`config.mk`:
```
export PLATFORM = sky130hd
export DESIGN_NAME = evt_scaler_bank
export DESIGN_NICKNAME = d
export VERILOG_FILES = /design/src/rtl/scaler_pkg.sv /design/src/rtl/scaler_input_sync.sv /design/src/rtl/scaler_counter_bank.sv /design/src/rtl/scaler_cmd_port.sv /design/src/rtl/evt_scaler_bank.sv
export SDC_FILE = /design/constraint.sdc
export NUM_CORES = 1
export LEC_CHECK = 0
export BUFFER_PORTS_ARGS = -buffer_cell sky130_fd_sc_hd__clkbuf_2
export CAP_MARGIN = 30
export CORE_UTILIZATION = 39
export DETAILED_ROUTE_END_ITERATION = 12
export PLACE_DENSITY_LB_ADDON = 0.2
export SLEW_MARGIN = 10
export SYNTH_ARGS = -nofsm -noshare
export SYNTH_HDL_FRONTEND = slang
export SYNTH_HIERARCHICAL = 1
export SYNTH_SLANG_ARGS = --single-unit
```
`constraint.sdc`:
```
create_clock -name clk -period 23.3 [get_ports clk]
set_input_delay 3.495 -clock clk [delete_from_list [all_inputs] [get_ports clk]]
set_output_delay 3.495 -clock clk [all_outputs]
set_load 0.01 [all_outputs]
```
`src/rtl/scaler_pkg.sv`:
```
package scaler_pkg;
  localparam int FUNC_W = 5;

  typedef enum logic [FUNC_W-1:0] {
    FN_READ      = 5'd0,
    FN_READ_CLR  = 5'd2,
    FN_TEST_ATTN = 5'd8,
    FN_CLEAR     = 5'd9,
    FN_ATTN_OFF  = 5'd24,
    FN_INC_ALL   = 5'd25,
    FN_ATTN_ON   = 5'd26
  } scaler_fn_e;
endpackage

```
`src/rtl/scaler_input_sync.sv`:
```
module scaler_input_sync #(
  parameter int NUM_CH = 12
) (
  input  logic              clk,
  input  logic              rst_n,
  input  logic [NUM_CH-1:0] pulse_in,
  output logic [NUM_CH-1:0] rise
);
  logic [NUM_CH-1:0] meta_q, sync_q, last_q;

  always_ff @(posedge clk or negedge rst_n) begin
    if (!rst_n) begin
      meta_q <= '0;
      sync_q <= '0;
      last_q <= '0;
    end else begin
      meta_q <= pulse_in;
      sync_q <= meta_q;
      last_q <= sync_q;
    end
  end

  assign rise = sync_q & ~last_q;

  // an edge is reported for a single cycle only
  assert_rise_single_R2: assert property (@(posedge clk) disable iff (!rst_n)
    (rise != '0) |=> ((rise & $past(rise)) == '0));
endmodule

```
`src/rtl/scaler_counter_bank.sv`:
```
module scaler_counter_bank #(
  parameter int NUM_CH = 12,
  parameter int CNT_W  = 24
) (
  input  logic                         clk,
  input  logic                         rst_n,
  input  logic [NUM_CH-1:0]            rise,
  input  logic                         inhibit,
  input  logic                         test_inc,
  input  logic                         clr_all,
  input  logic [NUM_CH/2-1:0]          chain_en,
  output logic [NUM_CH-1:0][CNT_W-1:0] cnt_q,
  output logic [NUM_CH-1:0]            chained
);
  localparam int NUM_PAIR = NUM_CH / 2;

  logic [NUM_CH-1:0]            own_inc;
  logic [NUM_CH-1:0]            step;
  logic [NUM_CH-1:0][CNT_W-1:0] cnt_d;

  always_comb begin
    if (test_inc) own_inc = '1;
    else          own_inc = rise & ~{NUM_CH{inhibit}};
  end

  for (genvar p = 0; p < NUM_PAIR; p++) begin : g_pair
    localparam int EV = 2 * p;
    localparam int OD = 2 * p + 1;
    logic even_wrap;

    assign even_wrap   = own_inc[EV] & (&cnt_q[EV]);
    assign chained[EV] = chain_en[p];
    assign chained[OD] = chain_en[p];
    assign step[EV]    = own_inc[EV];
    assign step[OD]    = chain_en[p] ? even_wrap : own_inc[OD];

    // a chained odd half only moves on a wrap of its even half
    assert_chain_carry_R4: assert property (@(posedge clk) disable iff (!rst_n)
      (chain_en[p] && $past(chain_en[p]) && !$past(clr_all) &&
       (cnt_q[OD] != $past(cnt_q[OD])))
      |-> ($past(&cnt_q[EV]) && (cnt_q[EV] == '0)));
  end

  always_comb begin
    for (int i = 0; i < NUM_CH; i++) begin
      if (clr_all)      cnt_d[i] = '0;
      else if (step[i]) cnt_d[i] = cnt_q[i] + CNT_W'(1);
      else              cnt_d[i] = cnt_q[i];
    end
  end

  always_ff @(posedge clk or negedge rst_n) begin
    if (!rst_n) cnt_q <= '0;
    else        cnt_q <= cnt_d;
  end

  for (genvar i = 0; i < NUM_CH; i++) begin : g_chk
    // a counter moves by at most one per cycle, or clears
    assert_single_step_R2: assert property (@(posedge clk) disable iff (!rst_n)
      (cnt_q[i] == $past(cnt_q[i])) || (cnt_q[i] == $past(cnt_q[i]) + CNT_W'(1)) ||
      (cnt_q[i] == '0));
    // nothing counts while inhibit is high unless the test increment runs
    assert_inhibit_hold_R3: assert property (@(posedge clk) disable iff (!rst_n)
      ($past(inhibit) && !$past(test_inc) && !$past(clr_all)) |-> $stable(cnt_q[i]));
    // a bank clear leaves every counter at zero
    assert_clear_zero_R8: assert property (@(posedge clk) disable iff (!rst_n)
      $past(clr_all) |-> (cnt_q[i] == '0));
  end
endmodule

```
`src/rtl/scaler_cmd_port.sv`:
```
module scaler_cmd_port
  import scaler_pkg::*;
#(
  parameter int NUM_CH = 12,
  parameter int CNT_W  = 24,
  parameter int SUB_W  = 4
) (
  input  logic                         clk,
  input  logic                         rst_n,
  input  logic                         cmd_strobe,
  input  logic [FUNC_W-1:0]            cmd_func,
  input  logic [SUB_W-1:0]             cmd_sub,
  input  logic [NUM_CH-1:0][CNT_W-1:0] cnt_q,
  input  logic                         flag_q,
  output logic                         test_inc,
  output logic                         cmd_clr,
  output logic                         en_set,
  output logic                         en_clr,
  output logic [CNT_W-1:0]             rsp_data,
  output logic                         rsp_q,
  output logic                         rsp_x
);
  localparam logic [SUB_W-1:0] LAST_SUB = SUB_W'(NUM_CH - 1);

  logic             sub_ok, is_rd, is_rdclr, is_ctl;
  logic [CNT_W-1:0] sel_cnt;
  logic [CNT_W-1:0] data_d;
  logic             q_d, x_d;

  always_comb begin
    sel_cnt = '0;
    for (int i = 0; i < NUM_CH; i++) begin
      if (cmd_sub == SUB_W'(i)) sel_cnt = cnt_q[i];
    end
  end

  always_comb begin
    sub_ok   = (cmd_sub <= LAST_SUB);
    is_rd    = cmd_strobe && sub_ok && (cmd_func == FN_READ);
    is_rdclr = cmd_strobe && sub_ok && (cmd_func == FN_READ_CLR);
    is_ctl   = 1'b0;
    test_inc = 1'b0;
    cmd_clr  = 1'b0;
    en_set   = 1'b0;
    en_clr   = 1'b0;
    if (cmd_strobe) begin
      case (cmd_func)
        FN_TEST_ATTN: is_ctl = 1'b1;
        FN_CLEAR:     begin is_ctl = 1'b1; cmd_clr  = 1'b1; end
        FN_ATTN_OFF:  begin is_ctl = 1'b1; en_clr   = 1'b1; end
        FN_INC_ALL:   begin is_ctl = 1'b1; test_inc = 1'b1; end
        FN_ATTN_ON:   begin is_ctl = 1'b1; en_set   = 1'b1; end
        default:      is_ctl = 1'b0;
      endcase
    end
    if (is_rdclr && (cmd_sub == LAST_SUB)) cmd_clr = 1'b1;
    data_d = (is_rd || is_rdclr) ? sel_cnt : '0;
    x_d    = is_rd || is_rdclr || is_ctl;
    q_d    = is_rd || is_rdclr ||
             (cmd_strobe && (cmd_func == FN_TEST_ATTN) && flag_q);
  end

  always_ff @(posedge clk or negedge rst_n) begin
    if (!rst_n) begin
      rsp_data <= '0;
      rsp_q    <= 1'b0;
      rsp_x    <= 1'b0;
    end else begin
      rsp_data <= data_d;
      rsp_q    <= q_d;
      rsp_x    <= x_d;
    end
  end

  // an executed command is always an accepted one
  assert_q_needs_x_R11: assert property (@(posedge clk) disable iff (!rst_n)
    rsp_q |-> rsp_x);
  // the response lines are quiet outside a response cycle
  assert_quiet_idle_R6: assert property (@(posedge clk) disable iff (!rst_n)
    !$past(cmd_strobe) |-> (rsp_data == '0 && !rsp_q && !rsp_x));
endmodule

```
`src/rtl/evt_scaler_bank.sv`:
```
module evt_scaler_bank
  import scaler_pkg::*;
#(
  parameter int NUM_CH = 12,
  parameter int CNT_W  = 24,
  parameter int SUB_W  = 4
) (
  input  logic                 clk,
  input  logic                 rst_n,
  input  logic [NUM_CH-1:0]    pulse_in,
  input  logic                 inhibit,
  input  logic [NUM_CH/2-1:0]  chain_cfg,
  input  logic                 clear_all_in,
  input  logic                 init_in,
  input  logic                 cmd_strobe,
  input  logic [FUNC_W-1:0]    cmd_func,
  input  logic [SUB_W-1:0]     cmd_sub,
  output logic [CNT_W-1:0]     rsp_data,
  output logic                 rsp_q,
  output logic                 rsp_x,
  output logic                 attn
);
  localparam int MSB = CNT_W - 1;

  logic                         rst_meta_q, rst_sync_n;
  logic [NUM_CH-1:0]            rise;
  logic [NUM_CH-1:0][CNT_W-1:0] cnt_q;
  logic [NUM_CH-1:0]            chained;
  logic                         test_inc, cmd_clr, en_set, en_clr;
  logic                         clr_all;
  logic                         flag_q, flag_d, en_q, en_d;
  logic [NUM_CH-1:0]            half_vec;

  always_ff @(posedge clk or negedge rst_n) begin
    if (!rst_n) begin
      rst_meta_q <= 1'b0;
      rst_sync_n <= 1'b0;
    end else begin
      rst_meta_q <= 1'b1;
      rst_sync_n <= rst_meta_q;
    end
  end

  scaler_input_sync #(.NUM_CH(NUM_CH)) u_sync (
    .clk      (clk),
    .rst_n    (rst_sync_n),
    .pulse_in (pulse_in),
    .rise     (rise)
  );

  scaler_counter_bank #(.NUM_CH(NUM_CH), .CNT_W(CNT_W)) u_bank (
    .clk      (clk),
    .rst_n    (rst_sync_n),
    .rise     (rise),
    .inhibit  (inhibit),
    .test_inc (test_inc),
    .clr_all  (clr_all),
    .chain_en (chain_cfg),
    .cnt_q    (cnt_q),
    .chained  (chained)
  );

  scaler_cmd_port #(.NUM_CH(NUM_CH), .CNT_W(CNT_W), .SUB_W(SUB_W)) u_cmd (
    .clk        (clk),
    .rst_n      (rst_sync_n),
    .cmd_strobe (cmd_strobe),
    .cmd_func   (cmd_func),
    .cmd_sub    (cmd_sub),
    .cnt_q      (cnt_q),
    .flag_q     (flag_q),
    .test_inc   (test_inc),
    .cmd_clr    (cmd_clr),
    .en_set     (en_set),
    .en_clr     (en_clr),
    .rsp_data   (rsp_data),
    .rsp_q      (rsp_q),
    .rsp_x      (rsp_x)
  );

  assign clr_all = clear_all_in | init_in | cmd_clr;

  always_comb begin
    for (int i = 0; i < NUM_CH; i++) half_vec[i] = cnt_q[i][MSB] & ~chained[i];
    if (clr_all) flag_d = 1'b0;
    else         flag_d = flag_q | (|half_vec);
    if (init_in)     en_d = 1'b0;
    else if (en_set) en_d = 1'b1;
    else if (en_clr) en_d = 1'b0;
    else             en_d = en_q;
  end

  always_ff @(posedge clk or negedge rst_sync_n) begin
    if (!rst_sync_n) begin
      flag_q <= 1'b0;
      en_q   <= 1'b0;
    end else begin
      flag_q <= flag_d;
      en_q   <= en_d;
    end
  end

  assign attn = flag_q & en_q;

  // the flag is sticky until a bank-wide clear
  assert_flag_sticky_R5: assert property (@(posedge clk) disable iff (!rst_sync_n)
    ($past(flag_q) && !$past(clr_all)) |-> flag_q);
  // initialize leaves the attention output low
  assert_init_quiet_R8: assert property (@(posedge clk) disable iff (!rst_sync_n)
    $past(init_in) |-> !attn);
endmodule

```
==> out/results.ini, run 1 <==
[detailed_routing]
vias_per_cell = 5.891
drc = 0
num_vias = 16800
antenna_left = 0
wl_per_cell_um = 22.34
drtIter0Drc = 1911
drt_wl_total_um = 63710
dr.pass1.iters = 8

[yosys]
synth_top_area_share = 0.4452
synth_top_family_by_area = simple AND/OR/NAND/NOR gates
synth_seq_area_share = 0.4452
synth_compound_area_frac = 0.1405
syn_area_mm2 = 0.01990
synth_cell_types = 98
avgSynthCellArea_um2 = 9.286
synth_edf_count = 0
syn_inst = 2143
synth.area.top_cells = dfrtp_1, nor2_1, xnor2_1
synthAdderAreaFrac = 0.007545
synth-seq-cells = 354
synthMuxAreaShare = 0.03559
synth.net_count = 2188
synth-async-reset-ratio = 1.000
synthXorXnorAreaFrac = 0.09551
yosys_warnings = 6
synth_top_area_cell = dfrtp_1
synth-main-ff-cell = dfrtp_1
yosys.area_share.simple = 0.2294

[layout]
instances_no_fill = 2852
n_fill_cell = 4984
fin_nets = 2189
syn_to_final_growth_pct = 10.95
layout-drive-gt1-share = 0.1124
fin_area_mm2 = 0.02208
final_cell_mix = dfrtp_1, nor2_1, nand2_1
final_common_cell = dfrtp_1

[critical_path]
critical-path-top-delay-family = buffers and inverters
crit_buf_inv = 6
critPathKind = primary input to flip-flop
crit_path_max_incr_delay_ns = 0.81
crit_top_cell = buf_4
cp-start-kind = primary input
cp_max_fo = 81
cpMaxStageDelayCell = buf_4
crit_chain = clkbuf_2 > buf_4 > and2b_1 > buf_4 > nand3_2 > inv_1 > a32o_1 > or3_4 > buf_4 > buf_4 > nor2_1 > mux2_2
worstPathArrival_ns = 7.92
cp.required_ns = 23.75
end_kind = flip-flop

[cts]
tritoncts = yes
root_buffer = clkbuf_16
ctsResizeCount = 0
post_cts_buffers = 0
cts_htree_levels = 2
cts_num_sinks = 354
cts_buffer_depth = 3
postCtsHoldBufs = 0
cts_buffers = 43
path_clk_slew_ns = 0.06
clk_latency_ns = 0.59

[place]
dp.cells = 2769
place_area_mm2 = 0.02056
dp_hpwl_um = 45760
place_ws_ns = 15.29
port_buffers = 59
finalWeightedCongestion = 0.9763

[sta]
slew_headroom = 0.3712
timing.final.crit_share = 0.3205
max_clock_freq_mhz = 133.9
slew_violations = 0
fin_skew_ns = 0.03301
rsz0062_at_grt = false
final-setup-viol-count = 0
min_period_ns = 7.469
hold_viol = 0
setup_slack_ns = 15.83
fin_tns_setup_ns = 0
tightest_slew_ns = 0.9432

[floorplanning]
die_h_um = 227.9
dieArea_mm2 = 0.05193
initial_core_util = 0.3958
fp.coreArea_mm2 = 0.05027
rows = 82
dieWidth_um = 227.9
ios = 60

[run]
cap_violations = 0

[global_routing]
overflow = 0
grt_first_pass_wirelength_um = 97410
grt_max_degree = 160
antenna_found_initial = 2
grt_pass1_vias = 15600
grt.total_usage = 0.2430

[status]
outcome = complete, no violations

[pwr]
vdd_drop_max_mv = 0.04934
power.density_mw_per_mm2 = 63.59
p_leak_nw = 8.525

[worst_hold_path]
hp-class = flip-flop to asynchronous set/reset pin

power breakdown:
group	switching [mW]	internal, mW	total (mW)
clock network	0.282	0.420	0.702
registers	0.00336	0.619	0.623
logic	0.0600	0.0197	0.0797
total	0.345	1.06	1.40
per-stage QoR:
step / power, mW / hold WS (ns) / util
3_5_place_dp: 0.7122 / 0.3347 / 0.4089
5_1_grt: 1.451 / 0.1766 / 0.4391
6_report: 1.404 / 0.1642 / 0.4392
3_3_place_gp: 0.7115 / 0.3324 / 0.4081
2_1_floorplan: 0.6891 / 0.3312 / -
4_1_cts: 1.419 / 0.3487 / 0.4384
flip-flops by register name, summed over array words and instances, names as in the netlist:
name	count
u_cmd/rsp_data	24
u_sync/last_q	12
flag_q	1
en_q	1
u_bank/cnt_q	288
rst_sync_n	1
rst_meta_q	1
u_sync/sync_q	12
u_cmd/rsp_q	1
u_cmd/rsp_x	1
u_sync/meta_q	12
metal layers:
layer  vias up  part of all wire  track usage
met5         -           0.00020            0
met4         2             0.047       0.1120
met3       151             0.081      0.03925
met2       762              0.40       0.3304
met1      8259              0.47       0.3722
li1       7626                 -            -
final cells by class:
class,instances,area (um^2),area share
antenna,1,2.502,0.0001133
sequential,354,8862,0.4014
clock inverter,19,239.0,0.01082
tap,672,840.8,0.03808
multi-input combinational,1603,10130,0.4590
clock buffer,61,1245,0.05639
inverter,59,221.5,0.01003
timing repair buffer,83,534.3,0.02420
worst register-to-register path: cells and delay by family (launching register included):
kind | cells | cell delay, ns
buffers and inverters | 1 | 0.30
flip-flops | 1 | 0.39
AND/OR/NAND/NOR | 5 | 2.05
AO/OA/AOI/OAI | 2 | 0.46
Yosys cell counts, drive strengths merged (28+ instances only):
cell / number
nor3: 50
nand3: 97
nand4: 64
dfrtp: 354
mux2i: 28
nor2: 305
a21oi: 128
o21ai: 110
nor2b: 36
xor2: 94
xnor2: 123
clkbuf: 55
nand2: 143
mux2: 30
or3: 61
buf: 72
inv: 57
logic make-up (layout without fill, tap and decap cells):
group,Yosys count,count (layout)
XOR/XNOR,217,217
buffers and inverters,186,222
other,1,2
AND/OR/NAND/NOR,889,889
multiplexers,62,62
adder cells (fa/ha/maj),12,12
flip-flops,354,354
AO/OA/AOI/OAI,422,422
final timing paths:
kind,startpoint,end,slack [ns],cells after the start
min in group clk,u_sync/meta_q[11],u_sync/sync_q[11],0.35,0
hold / removal,rst_sync_n,u_bank/cnt_q[220],0.16,0
max in group asynchronous,rst_n,rst_sync_n,20.51,1
setup reg to reg,u_sync/last_q[8],u_bank/cnt_q[237],20.02,8
hold reg to reg,rst_sync_n,u_bank/cnt_q[220],0.16,0
setup / recovery,cmd_sub[2],u_bank/cnt_q[182],15.83,12
Power figures use the tool's default switching activity.
==> inputs of run 2 (changes only) <==
==> constraint.sdc (replaced) <==
create_clock -name clk -period 7.02 [get_ports clk]
set_input_delay 1.053 -clock clk [delete_from_list [all_inputs] [get_ports clk]]
set_output_delay 1.053 -clock clk [all_outputs]
set_load 0.01 [all_outputs]
==> out/results.ini, run 2 (synthesis gave the netlist of run 1 again) <==
[status]
outcome = complete, no violations  ; unchanged

[layout]
n_fill_cell = 4893  ; was 4,984
final_common_cell = dfrtp_1  ; unchanged
syn_to_final_growth_pct = 10.56  ; was 10.95%
reg_top3 = u_bank/cnt_q (288), u_cmd/rsp_data (24)  ; unchanged
fin_nets = 2185  ; was 2,189
max_flop_register = u_bank/cnt_q  ; unchanged
largest_register_ffs = 288  ; unchanged
layout-drive-gt1-share = 0.1119  ; was 0.1124
final_cell_mix = dfrtp_1, nor2_1, nand2_1  ; unchanged
instances_no_fill = 2845  ; was 2,852

[sta]
fin_hold_ws_ns = 0.2396  ; was 0.1642 ns
slew_violations = 0  ; unchanged
fin_tns_setup_ns = 0  ; unchanged
slew_headroom = 0.1847  ; was 0.3712
min_period_ns = 4.758
setup_slack_ns = 2.262  ; was 15.83 ns
tightest_slew_ns = 1.223  ; was 0.9432 ns
final-setup-viol-count = 0  ; unchanged
hold_viol = 0  ; unchanged
max_clock_freq_mhz = 210.2
timing.final.crit_share = 0.6778
fin_skew_ns = 0.01654  ; was 0.03301 ns
rsz0062_at_grt = false  ; unchanged

[pwr]
vdd_drop_max_mv = 0.1434  ; was 0.04934 mV
power.density_mw_per_mm2 = 208.9  ; was 63.59 mW/mm^2
p_leak_nw = 8.502  ; was 8.525 nW
finalPower_mw = 4.597  ; was 1.404 mW

[critical_path]
worstPathArrival_ns = 5.19  ; was 7.92 ns
end_kind = flip-flop  ; unchanged
r2r_slack_ns = 3.93  ; was 20.02 ns
critPathKind = primary input to flip-flop  ; unchanged
cp.required_ns = 7.46  ; was 23.75 ns
startpoint = cmd_sub[3]  ; was cmd_sub[2]
endpoint = u_bank/cnt_q[17]  ; was u_bank/cnt_q[182]
cp-start-kind = primary input  ; unchanged
cp_max_fo = 48  ; was 81
r2r_cells = 7  ; was 8
r2r-start = u_sync/last_q[6]  ; was u_sync/last_q[8]
rr_endpoint = u_bank/cnt_q[182]  ; was u_bank/cnt_q[237]

[floorplanning]
ios = 60  ; unchanged
initial_core_util = 0.3958  ; unchanged
die_h_um = 227.9  ; unchanged
dieWidth_um = 227.9  ; unchanged
dieArea_mm2 = 0.05193  ; unchanged
rows = 82  ; unchanged
fp.coreArea_mm2 = 0.05027  ; unchanged

[cts]
path_clk_slew_ns = 0.06  ; about the same
cts_buffers = 42  ; was 43
root_buffer = clkbuf_16  ; unchanged
ctsResizeCount = 0  ; unchanged
cts_num_sinks = 354  ; unchanged
cts_htree_levels = 2  ; unchanged
tritoncts = yes  ; unchanged
postCtsHoldBufs = 0  ; unchanged
cts_buffer_depth = 3  ; unchanged
clk_latency_ns = 0.59  ; about the same
post_cts_buffers = 0  ; unchanged

[detailed_routing]
drtIter0Drc = 1735  ; was 1,911
vias_per_cell = 5.886  ; was 5.891
drc = 0  ; unchanged
antenna_left = 0  ; unchanged
dr.pass1.iters = 6  ; was 8
drt_wl_total_um = 64220  ; was 63,710 um
wl_per_cell_um = 22.57  ; was 22.34 um
num_vias = 16750  ; was 16,800

[place]
port_buffers = 59  ; unchanged
finalWeightedCongestion = 0.9067  ; was 0.9763
place_ws_ns = 1.768  ; was 15.29 ns
dp.cells = 2766  ; was 2,769
dp_hpwl_um = 45800  ; was 45,760 um

[global_routing]
overflow = 0  ; unchanged
grt_first_pass_wirelength_um = 98430  ; was 97,410 um
antenna_found_initial = 3  ; was 2
grt_pass1_vias = 15760  ; was 15,600
grt.total_usage = 0.2461  ; was 0.2430
grt_max_degree = 198  ; was 160

[run]
cap_violations = 0  ; unchanged

[worst_hold_path]
hp-class = primary input to asynchronous set/reset pin  ; was flip-flop to asynchronous set/reset pin

[run 2: cell types whose count changed in the layout (fill, tap and decap cells not counted), sizes merged]
cell / change
clkbuf: -7
clkinv: +5
buf: -3
clkinvlp: -1
inv: -1
[run 2: layout make-up]
type                            instances  area (um^2)  area share
Timing Repair Buffer                   80        500.5     0.02275
Multi-Input combinational cell       1603        10130      0.4606
Antenna cell                            1        2.502   0.0001137
Clock inverter                         22        262.8     0.01194
Tap cell                              672        840.8     0.03822
Sequential cell                       354         8862      0.4028
Clock buffer                           54         1176     0.05346
Inverter                               59        221.5     0.01007
[run 2: worst min-delay path by stage]
stage | end | cells after the start | slack, ns | from
5_1_grt | rst_meta_q | 1 | 0.22 | rst_n
4_1_cts | rst_sync_n | 1 | 0.22 | rst_n
6_report | rst_meta_q | 1 | 0.24 | rst_n
3_5_place_dp | u_sync/sync_q[10] | 0 | 0.33 | u_sync/meta_q[10]
2_1_floorplan | rst_sync_n | 0 | 0.33 | rst_meta_q
3_3_place_gp | u_sync/sync_q[9] | 0 | 0.33 | u_sync/meta_q[9]
[run 2: report_power, final]
| group | internal (mW) | switching, mW | leakage [nW] |
|---|---|---|---|
| Combinational | 0.0632 | 0.192 | 2.94 |
| Clock | 1.34 | 0.927 | 0.710 |
| Sequential | 2.06 | 0.0148 | 4.86 |
[run 2: per-layer routing]
layer,routed length (um),up-vias,share of wire,GRT usage
met5,9,-,0.00014,0
met4,2409,2,0.038,0.08997
met3,4849,123,0.076,0.04675
met2,26850,653,0.42,0.3461
met1,30110,8378,0.47,0.3715
li1,-,7590,-,-
[run 2: per-stage QoR]
step | instance area (um^2) | utilization
detailed placement | 20540 | 0.4085
finish | 22000 | 0.4376
global route | 22000 | 0.4376
CTS | 21970 | 0.4371
global placement | 20540 | 0.4085
floorplan | 19900 | -
[run 2: critical path, cell delays in order]
cell      delay [ns]
clkbuf_2        0.46
and2b_1         0.20
buf_4           0.45
nand3_2         0.39
inv_1           0.15
a32o_1          0.17
or3_4           0.43
nor2_1          0.14
a211oi_1        0.74
nor4b_1         0.56
nand4_1         0.18
xor2_1          0.16
nor2_1          0.06
==> inputs of run 3 (changes only) <==
==> constraint.sdc (replaced) <==
create_clock -name clk -period 4.6 [get_ports clk]
set_input_delay 0.69 -clock clk [delete_from_list [all_inputs] [get_ports clk]]
set_output_delay 0.69 -clock clk [all_outputs]
set_load 0.01 [all_outputs]
==> out/results.ini, run 3 (synthesis gave the netlist of run 1 again) <==
[status]
outcome = complete, no violations  ; unchanged

[pwr]
combPwrFrac = 0.058  ; was 0.055
power.internal_mw = 5.382  ; was 3.462 mW
vdd_drop_max_mv = 0.2692  ; was 0.1434 mV
power_frac_seq = 0.442  ; was 0.450
p_sw_frac = 0.2472  ; was 0.2467
p_leak_nw = 8.582  ; was 8.502 nW
power_switching_mw = 1.768  ; was 1.134 mW
clkPwrFrac = 0.500  ; was 0.494
power.density_mw_per_mm2 = 322.8  ; was 208.9 mW/mm^2

[place]
place_area_mm2 = 0.02065  ; was 0.02054 mm^2
dp_hpwl_um = 46240  ; was 45,800 um
finalWeightedCongestion = 0.9478  ; was 0.9067
port_buffers = 59  ; unchanged
dp.cells = 2778  ; was 2,766

[detailed_routing]
drt_wl_total_um = 65030  ; was 64,220 um
wl_per_cell_um = 22.74  ; was 22.57 um
num_vias = 16780  ; was 16,750
dr.pass1.iters = 5  ; was 6
drtIter0Drc = 2046  ; was 1,735
antenna_left = 0  ; unchanged
drc = 0  ; unchanged
vias_per_cell = 5.869  ; was 5.886

[global_routing]
grt.total_usage = 0.2484  ; was 0.2461
overflow = 0  ; unchanged
grt_first_pass_wirelength_um = 99820  ; was 98,430 um
grt_max_degree = 169  ; was 198
antenna_found_initial = 0  ; was 3
grt_util_met3 = 0.03438  ; was 0.04675
grt_pass1_vias = 15700  ; was 15,760
grtUsageMet1 = 0.3803  ; was 0.3715
grt-busiest-layer = met1  ; unchanged
grt_use_met2 = 0.3601  ; was 0.3461

[sta]
tightest_slew_ns = 1.013  ; was 1.223 ns
fin_skew_ns = 0.03034  ; was 0.01654 ns
fin_hold_ws_ns = 0.2051  ; was 0.2396 ns
fin_tns_setup_ns = 0  ; unchanged
hold_viol = 0  ; unchanged
rsz0062_at_grt = false  ; unchanged
max_clock_freq_mhz = 295.0
slew_headroom = 0.3247  ; was 0.1847
slew_violations = 0  ; unchanged
timing.final.crit_share = 0.7368
min_period_ns = 3.390
final-setup-viol-count = 0  ; unchanged

[critical_path]
r2r_slack_ns = 1.48  ; was 3.93 ns
worstPathArrival_ns = 3.86  ; was 5.19 ns
end_kind = flip-flop  ; unchanged
rr_endpoint = u_bank/cnt_q[182]  ; unchanged
cp.required_ns = 5.07  ; was 7.46 ns
r2r-start = u_sync/last_q[6]  ; unchanged
critPathKind = primary input to flip-flop  ; unchanged
endpoint = u_bank/cnt_q[182]  ; was u_bank/cnt_q[17]
cp-start-kind = primary input  ; unchanged
cp_max_fo = 27  ; was 48
startpoint = cmd_func[2]  ; was cmd_sub[3]
r2r_cells = 7  ; unchanged

[layout]
largest_register_ffs = 288  ; unchanged
max_flop_register = u_bank/cnt_q  ; unchanged
fin_nets = 2199  ; was 2,185
instances_no_fill = 2859  ; was 2,845
fin_area_mm2 = 0.02215  ; was 0.02200 mm^2
final_cell_mix = dfrtp_1, nor2_1, nand2_1  ; unchanged
post-route-util = 0.4406  ; was 0.4376
final_common_cell = dfrtp_1  ; unchanged
multi_input_area_mm2 = 0.01013  ; unchanged
reg_top3 = u_bank/cnt_q (288), u_cmd/rsp_data (24)  ; unchanged
syn_to_final_growth_pct = 11.31  ; was 10.56%
layout-drive-gt1-share = 0.1166  ; was 0.1119
antenna_cells = 0  ; was 1
n_fill_cell = 4950  ; was 4,893
ff_latch_area_mm2 = 0.008862  ; unchanged

[floorplanning]
fp.coreArea_mm2 = 0.05027  ; unchanged
ios = 60  ; unchanged
dieWidth_um = 227.9  ; unchanged
die_h_um = 227.9  ; unchanged
dieArea_mm2 = 0.05193  ; unchanged
rows = 82  ; unchanged
initial_core_util = 0.3958  ; unchanged

[cts]
cts_num_sinks = 354  ; unchanged
cts_buffers = 43  ; was 42
root_buffer = clkbuf_16  ; unchanged
cts_buffer_depth = 3  ; unchanged
tritoncts = yes  ; unchanged
clk_latency_ns = 0.59  ; about the same
path_clk_slew_ns = 0.06  ; about the same
cts_htree_levels = 2  ; unchanged

[run]
cap_violations = 0  ; unchanged

[worst_hold_path]
hp-class = primary input to flip-flop  ; was primary input to asynchronous set/reset pin

[run 3: cell type report]
type / instances / area share
timing repair buffer: 93 / 0.02774
tap: 672 / 0.03796
multi-input combinational: 1603 / 0.4575
clock inverter: 23 / 0.01232
clock buffer: 55 / 0.05434
sequential: 354 / 0.4001
inverter: 59 / 0.009999
[run 3: how the worst min path moves through the flow]
stage,cells after the start,endpoint,start
3_3_place_gp,0,u_sync/sync_q[11],u_sync/meta_q[11]
3_5_place_dp,0,u_sync/sync_q[0],u_sync/meta_q[0]
6_report,1,u_sync/meta_q[10],pulse_in[10]
5_1_grt,1,u_sync/meta_q[11],pulse_in[11]
2_1_floorplan,0,rst_sync_n,rst_meta_q
4_1_cts,1,u_sync/meta_q[10],pulse_in[10]
[run 3: what timing repair did]
| item | CTS | global route |
|---|---|---|
| hold buffers | 1 | 0 |
| resized for setup | 0 | 0 |
| hold endpoints to repair | 2 | 0 |
| setup buffers | 0 | 0 |
[run 3: critical path: stages]
cell and delay (ns):
clkbuf_2 0.09, and3b_1 0.25, nand2b_1 0.13, nor2_2 0.13, buf_4 0.32, o2111ai_4 0.25
or4b_1 0.89, and2_1 0.35, nor4_1 0.36, mux2_2 0.37
[run 3: through the flow]
step	power, mW	worst slack (ns)
after floorplan	3.489	1.104
after global placement	3.621	0.7581
after detailed placement	3.625	0.6813
after CTS	7.229	1.307
after global routing	7.385	1.088
final	7.149	1.211
[run 3: metal layers]
metal  share of wire  up-vias
li1                -     7631
met1            0.47     8452
met2            0.43      607
met3           0.068       89
met4           0.028        0
met5               0        -
[run 3: power groups by stage]
stage / Sequential, mW / Combinational (mW) / Clock [mW]
final: 3.16 / 0.414 / 3.58
after global routing: 3.16 / 0.442 / 3.78
after CTS: 3.16 / 0.409 / 3.66
after detailed placement: 3.22 / 0.408 / 0
after global placement: 3.22 / 0.405 / 0
after floorplan: 3.25 / 0.240 / 0
